[config.mk]
export PLATFORM = sky130hd
export DESIGN_NAME = vtrans_buffer
export DESIGN_NICKNAME = d
export VERILOG_FILES = /design/src/rtl/vtb_pkg.sv /design/src/rtl/vtb_match.sv /design/src/rtl/vtb_store.sv /design/src/rtl/vtb_victim.sv /design/src/rtl/vtrans_buffer.sv
export SDC_FILE = /design/constraint.sdc
export NUM_CORES = 1
export LEC_CHECK = 0
export BUFFER_PORTS_ARGS = -buffer_cell sky130_fd_sc_hd__buf_2
export CORE_MARGIN = 5
export CORE_UTILIZATION = 67
export CTS_CLUSTER_SIZE = 8
export DETAILED_ROUTE_END_ITERATION = 12
export PLACE_DENSITY = 0.85
export SYNTH_ARGS = -nofsm -noshare
export SYNTH_HDL_FRONTEND = slang
export SYNTH_HIERARCHICAL = 1
export SYNTH_SLANG_ARGS = --single-unit
[constraint.sdc]
create_clock -name clk -period 13.05 [get_ports clk]
set_clock_uncertainty 0.1 [all_clocks]
set_input_delay 1.9575 -clock clk [delete_from_list [all_inputs] [get_ports clk]]
set_output_delay 1.9575 -clock clk [all_outputs]
set_load 0.01 [all_outputs]
[src/rtl/vtb_pkg.sv]
package vtb_pkg;
  localparam int VA_W  = 32;
  localparam int PG_SH = 12;
  localparam int PN_W  = VA_W - PG_SH;

  typedef enum logic [1:0] {
    PG_SMALL   = 2'd0,
    PG_LARGE   = 2'd1,
    PG_SECTION = 2'd2
  } pg_size_e;

  typedef enum logic [1:0] {
    ACC_LOAD  = 2'd0,
    ACC_STORE = 2'd1,
    ACC_FETCH = 2'd2
  } acc_e;

  typedef struct packed {
    logic [PN_W-1:0] vpn;
    logic [PN_W-1:0] ppn;
    pg_size_e        size;
    logic            glob;
    logic            ro;
    logic            nx;
    logic            kern;
  } xlat_t;

  // Offset bits of a page of the given size; size code 3 is treated as small.
  function automatic logic [VA_W-1:0] off_mask(pg_size_e s);
    case (s)
      PG_LARGE:   return 32'h0000_FFFF;
      PG_SECTION: return 32'h000F_FFFF;
      default:    return 32'h0000_0FFF;
    endcase
  endfunction
endpackage

[src/rtl/vtb_match.sv]
module vtb_match import vtb_pkg::*; #(
  parameter int ASID_W = 8
) (
  input  logic              valid_i,
  input  xlat_t             ent_i,
  input  logic [ASID_W-1:0] ent_asid_i,
  input  logic [VA_W-1:0]   va_i,
  input  logic [ASID_W-1:0] cur_asid_i,
  output logic              hit_o,
  output logic [VA_W-1:0]   pa_o
);
  logic [VA_W-1:0] m;
  logic [VA_W-1:0] ent_tag;

  always_comb begin
    m       = off_mask(ent_i.size);
    ent_tag = {ent_i.vpn, {PG_SH{1'b0}}} & ~m;
    hit_o   = valid_i && (ent_tag == (va_i & ~m)) &&
              (ent_i.glob || (ent_asid_i == cur_asid_i));
    pa_o    = ({ent_i.ppn, {PG_SH{1'b0}}} & ~m) | (va_i & m);
  end
endmodule

[src/rtl/vtb_store.sv]
module vtb_store import vtb_pkg::*; #(
  parameter int ENTRIES = 16,
  parameter int ASID_W  = 8,
  parameter int IDX_W   = $clog2(ENTRIES)
) (
  input  logic                             clk,
  input  logic                             rst,
  input  logic                             inv_all_i,
  input  logic                             inv_asid_en_i,
  input  logic [ASID_W-1:0]                inv_asid_i,
  input  logic                             fill_en_i,
  input  xlat_t                            fill_ent_i,
  input  logic [ASID_W-1:0]                fill_asid_i,
  input  logic [IDX_W-1:0]                 fill_idx_i,
  output logic [ENTRIES-1:0]               valid_o,
  output logic [ENTRIES-1:0]               keep_o,
  output xlat_t [ENTRIES-1:0]              ent_o,
  output logic [ENTRIES-1:0][ASID_W-1:0]   asid_o
);
  logic [ENTRIES-1:0]             valid_q;
  xlat_t [ENTRIES-1:0]            ent_q;
  logic [ENTRIES-1:0][ASID_W-1:0] asid_q;
  logic [ENTRIES-1:0]             glob_v;

  // Clear is resolved first; the fill then writes over the surviving set.
  always_comb begin
    for (int i = 0; i < ENTRIES; i++) begin
      glob_v[i] = ent_q[i].glob;
      keep_o[i] = valid_q[i] && !(inv_all_i ||
                  (inv_asid_en_i && !ent_q[i].glob && asid_q[i] == inv_asid_i));
    end
  end

  always_ff @(posedge clk) begin
    if (rst) begin
      valid_q <= '0;
    end else begin
      valid_q <= keep_o;
      if (fill_en_i) valid_q[fill_idx_i] <= 1'b1;
    end
  end

  always_ff @(posedge clk) begin
    if (fill_en_i) begin
      ent_q[fill_idx_i]  <= fill_ent_i;
      asid_q[fill_idx_i] <= fill_asid_i;
    end
  end

  assign valid_o = valid_q;
  assign ent_o   = ent_q;
  assign asid_o  = asid_q;

  assert_flush_all_R6: assert property (@(posedge clk) disable iff (rst)
    inv_all_i && !fill_en_i |=> valid_q == '0);

  assert_global_survives_R5: assert property (@(posedge clk) disable iff (rst)
    inv_asid_en_i && !inv_all_i && !fill_en_i |=>
      (valid_q & glob_v) == $past(valid_q & glob_v));

  assert_fill_lands_R7: assert property (@(posedge clk) disable iff (rst)
    fill_en_i |=> valid_q[$past(fill_idx_i)]);
endmodule

[src/rtl/vtb_victim.sv]
module vtb_victim #(
  parameter int ENTRIES = 16,
  parameter int IDX_W   = $clog2(ENTRIES)
) (
  input  logic               clk,
  input  logic               rst,
  input  logic [ENTRIES-1:0] keep_i,
  input  logic               fill_en_i,
  output logic [IDX_W-1:0]   idx_o
);
  logic [IDX_W-1:0] rr_q;
  logic [IDX_W-1:0] first_free;
  logic             any_free;

  always_comb begin
    any_free   = 1'b0;
    first_free = '0;
    for (int i = ENTRIES - 1; i >= 0; i--) begin
      if (!keep_i[i]) begin
        any_free   = 1'b1;
        first_free = IDX_W'(i);
      end
    end
    idx_o = any_free ? first_free : rr_q;
  end

  always_ff @(posedge clk) begin
    if (rst) begin
      rr_q <= '0;
    end else if (fill_en_i && !any_free) begin
      rr_q <= (rr_q == IDX_W'(ENTRIES - 1)) ? '0 : rr_q + 1'b1;
    end
  end

  assert_free_first_R8: assert property (@(posedge clk) disable iff (rst)
    fill_en_i && (keep_i != '1) |-> !keep_i[idx_o]);

  assert_rr_moves_R8: assert property (@(posedge clk) disable iff (rst)
    fill_en_i && (keep_i == '1) |=> rr_q != $past(rr_q));

  assert_rr_holds_R8: assert property (@(posedge clk) disable iff (rst)
    !fill_en_i |=> $stable(rr_q));
endmodule

[src/rtl/vtrans_buffer.sv]
module vtrans_buffer import vtb_pkg::*; #(
  parameter int ENTRIES = 16,
  parameter int ASID_W  = 8
) (
  input  logic              clk,
  input  logic              rst,
  input  logic [31:0]       lk_vaddr,
  input  logic [ASID_W-1:0] lk_asid,
  input  logic [1:0]        lk_kind,
  input  logic              lk_user,
  output logic              lk_hit,
  output logic              lk_fault,
  output logic [31:0]       lk_paddr,
  input  logic              fill_en,
  input  logic [31:0]       fill_vaddr,
  input  logic [31:0]       fill_paddr,
  input  logic [ASID_W-1:0] fill_asid,
  input  logic [1:0]        fill_size,
  input  logic              fill_global,
  input  logic              fill_ro,
  input  logic              fill_nx,
  input  logic              fill_kern,
  input  logic              inv_all,
  input  logic              inv_asid_en,
  input  logic [ASID_W-1:0] inv_asid
);
  localparam int IDX_W = $clog2(ENTRIES);

  xlat_t                          fill_ent;
  logic [IDX_W-1:0]               victim;
  logic [ENTRIES-1:0]             valid_v;
  logic [ENTRIES-1:0]             keep_v;
  xlat_t [ENTRIES-1:0]            ent_v;
  logic [ENTRIES-1:0][ASID_W-1:0] asid_v;
  logic [ENTRIES-1:0]             hit_v;
  logic [ENTRIES-1:0][VA_W-1:0]   pa_v;
  logic [IDX_W-1:0]               sel;
  logic                           any_hit;
  logic                           viol;

  always_comb begin
    fill_ent.vpn  = fill_vaddr[VA_W-1:PG_SH];
    fill_ent.ppn  = fill_paddr[VA_W-1:PG_SH];
    fill_ent.size = pg_size_e'(fill_size);
    fill_ent.glob = fill_global;
    fill_ent.ro   = fill_ro;
    fill_ent.nx   = fill_nx;
    fill_ent.kern = fill_kern;
  end

  vtb_store #(.ENTRIES(ENTRIES), .ASID_W(ASID_W), .IDX_W(IDX_W)) u_store (
    .clk(clk), .rst(rst),
    .inv_all_i(inv_all), .inv_asid_en_i(inv_asid_en), .inv_asid_i(inv_asid),
    .fill_en_i(fill_en), .fill_ent_i(fill_ent), .fill_asid_i(fill_asid),
    .fill_idx_i(victim),
    .valid_o(valid_v), .keep_o(keep_v), .ent_o(ent_v), .asid_o(asid_v)
  );

  vtb_victim #(.ENTRIES(ENTRIES), .IDX_W(IDX_W)) u_victim (
    .clk(clk), .rst(rst), .keep_i(keep_v), .fill_en_i(fill_en), .idx_o(victim)
  );

  for (genvar g = 0; g < ENTRIES; g++) begin : g_cmp
    vtb_match #(.ASID_W(ASID_W)) u_match (
      .valid_i(valid_v[g]), .ent_i(ent_v[g]), .ent_asid_i(asid_v[g]),
      .va_i(lk_vaddr), .cur_asid_i(lk_asid),
      .hit_o(hit_v[g]), .pa_o(pa_v[g])
    );
  end

  // Lowest-numbered matching slot wins if overlapping fills left duplicates.
  always_comb begin
    any_hit = 1'b0;
    sel     = '0;
    for (int i = ENTRIES - 1; i >= 0; i--) begin
      if (hit_v[i]) begin
        any_hit = 1'b1;
        sel     = IDX_W'(i);
      end
    end
    viol = (lk_kind == ACC_STORE && ent_v[sel].ro) ||
           (lk_kind == ACC_FETCH && ent_v[sel].nx) ||
           (lk_user && (ent_v[sel].kern || lk_vaddr[VA_W-1 -: 2] == 2'b11));
    lk_hit   = any_hit;
    lk_fault = any_hit && viol;
    lk_paddr = (any_hit && !viol) ? pa_v[sel] : '0;
  end

  assert_miss_quiet_R2: assert property (@(posedge clk) disable iff (rst)
    !lk_hit |-> !lk_fault && lk_paddr == '0);

  assert_user_kernel_region_R4: assert property (@(posedge clk) disable iff (rst)
    lk_hit && lk_user && lk_vaddr[31:30] == 2'b11 |-> lk_fault);
endmodule

==> metrics <==
Pwr Total=a little over 6000 uW; Slew Limit Fails=0; Leak=between 0.015 and 0.02 uW; Synth Area in Simple Gates=0.119; # setup viols final=0; cts hold-fix bufs=0; vias in the first global route=roughly 28000; Synth Area in Adders=0.00477; DRC violations left=0; number of synthesized register bits=slightly below 900; Clk pin slew, worst setup/hold paths=around 0.05 ns; num ports=168; worst vdd ir=0.000116 V; fraction of registers with async set/reset=0; buffers inserted by post-CTS timing repair=0; CP Data Arrival Time=8.41 ns; initial antenna violation count=5; CP Capture Type=output pin; final wirelength=112000 um; post-detailed-route count of antenna-violating nets=0; nets@finish=3464; Final Cycle Share=0.802; initial DRC count=approximately 3800; Post-Place Cell Area=approximately 0.043 sq mm; post-synthesis cell count=between 3000 and 4000; Rows=94; Max Cap Viol=0; most common cell after layout, fill and taps aside=edfxtp_1; share of layout cells above drive strength 1=0.135; mux contribution to synthesized area=0.0340; Setup crit start kind=input port; most frequent cells in the layout=864 x edfxtp_1, 481 x nand2_1, 468 x xor2_1; Die Width=~270 um; CTS root buffer=clkbuf_16; CTS-repair resized insts=0; initial core utilization=0.677; Fin. Hold Viols=0; clock latency on the worst-skew pair=around 0.70 ns; Synthesis Warnings=6; CP Class=in -> out; grt ovf=0; CTS tree=yes; area delta synth->final=4.22%; achievable frequency=roughly 96 MHz; Clock Path Buffers=3; die height=roughly 270 um; Final HPWL DP=between 60000 and 70000 um; Fill cells=around 4000; Synth cell types=80; Post-synth EDFFs=roughly 860; Compound-Gate Fraction of Synth Area=0.0539; GPL Wtd Cong=approximately 0.94; vias per std cell=6.76; status=complete, no violations; hold crit path type=reg -> reg; final setup TNS=0 ns; CP required=around 11 ns; wire per inst=~27 um; reg2reg setup slack=7.83 ns; drt first pass iters=9; H-Tree Depth=3; Slew headroom=0.131; die area=between 0.07 and 0.08 sq mm; CTS Buf Count=120; CP Max Fanout=just over 100; RSZ-0062 raised after global routing=no; Syn Nets=3698; min cycle time layout=10.46 ns; Fin Hold WS=between 0.4 and 0.5 ns; post-synthesis cell area=between 0.04 and 0.05 sq mm; Core Area=about 0.066 sq mm; Vias=around 29000; post-synthesis xor/xnor area fraction=0.112; Synth Flop Type=edfxtp_1; Syn Area/Cell=between 10 and 15 sq um; pin count of the biggest net entering global routing=249; pwr dens=roughly 130 mW/mm^2; Reg2Reg Depth=11; largest family of logic cells by synthesized area=simple AND/OR/NAND/NOR gates; # port buffers=approximately 140; worst slew pin tran=about 1.3 ns; first-pass GRT wire length=around 170000 um; sequential fraction of the synthesis area=0.591; total track usage=0.305; clock sinks=884; Final Cell Area=between 0.04 and 0.05 sq mm; Worst Hold Path Cells=2
==> cells in the mapped netlist, types with 6 or more instances <==
library cell    n  area [sq um]
buf_6          16           180
dfxtp_1        20           400
nor2b_1         7          43.8
nand4_1        25           156
nor4_1         94           588
a311oi_1       64           561
nor3_1         19          95.1
mux2_2         64           721
a221oi_1        6          52.6
and4_1         32           280
a211oi_1       17           128
nor2_1         25          93.8
ha_1           17           213
o21ai_1        19          95.1
and3_1         35           219
xnor2_1       102           893
a31oi_1        48           300
a21oi_1        25           125
o21ba_1        11           110
xor2_1        468          4100
clkbuf_1       85           319
o41ai_1        16           140
a2111oi_0      16           140
buf_2          26           130
inv_1          46           173
nand2_1       482          1810
nor4_2         17           213
edfxtp_1      864         25900
a2111oi_2      22           330
nand3_1       290          1450
buf_4         391          2940
nand3b_1        6          45.0
o211ai_1        7          52.6
mux2_1         64           721
buf_1          11          41.3
nor3b_1        10          75.1
==> cell families (layout without fill, tap and decap cells) <==
kind of cell / count (synthesis) / in the layout
flops: 884 / 884
buf+inv: 578 / 383
xor+xnor: 570 / 570
mux: 134 / 134
simple gates: 1072 / 1072
compound gates: 292 / 292
fa+ha+maj: 17 / 17
other cells: 0 / 4
==> worst max-delay path: stages <==
cell and delay (ns):
buf_2 0.48, xor2_1 0.15, nor4_1 0.65, nand3_1 0.31
nor4_2 0.72, inv_1 0.09, a221o_1 0.42, a21o_1 0.29
nand2_4 0.38, buf_4 0.96, mux2i_1 0.36, o2111ai_1 0.21
a22oi_4 0.85, and4_1 0.34, buf_2 0.14
==> power by group <==
part | internal, uW | switching (uW) | total, uW | leakage [uW]
registers | 3140 | 6.39 | 3140 | 0.00797
clock network | 1650 | 1120 | 2770 | 0.00159
logic | 87.2 | 202 | 289 | 0.00667
==> layer usage <==
metal / GRT usage / vias up / part of all wire
li1: - / 12108 / -
met1: 0.394 / 14014 / 0.35
met2: 0.503 / 1974 / 0.49
met3: 0.0646 / 413 / 0.11
met4: 0.139 / 4 / 0.048
met5: 0 / - / 0.00030
==> flip-flops by register name, summed over array words and instances, names as in the netlist <==
signal,flops
u_store/asid_o,128
u_store/ent_o,736
u_store/valid_o,16
u_victim/rr_q,4
==> layout make-up <==
cell class | count | area (sq um) | area share
flip-flops and latches | 884 | 26300 | 0.567
clock inverters | 8 | 171 | 0.00369
multi-input cells | 2085 | 14600 | 0.314
diodes | 4 | 10.0 | 0.000215
clock buffers | 153 | 3130 | 0.0673
inverters | 47 | 176 | 0.00380
repair buffers | 175 | 968 | 0.0208
well taps | 864 | 1080 | 0.0233
==> final timing paths <==
kind,startpoint,endpoint
min,u_store/valid_o[2]$_SDFF_PP0_,u_store/valid_o[2]$_SDFF_PP0_
min reg2reg,u_store/valid_o[2]$_SDFF_PP0_,u_store/valid_o[2]$_SDFF_PP0_
max reg2reg,u_store/asid_o[91]$_DFFE_PP_,u_store/ent_o[307]$_DFFE_PP_
max,lk_vaddr[30],lk_paddr[30]
==> per-stage QoR <==
stage | worst slack, ns | instances | util
finish | 2.59 | 4220 | 0.705
detailed placement | 2.92 | 4055 | 0.655
CTS | 2.84 | 4216 | 0.705
global route | 2.38 | 4217 | 0.705
global placement | 3.13 | 4055 | 0.655
floorplan | 4.46 | 3547 | -
No activity file was read; power rests on OpenSTA's default activity.
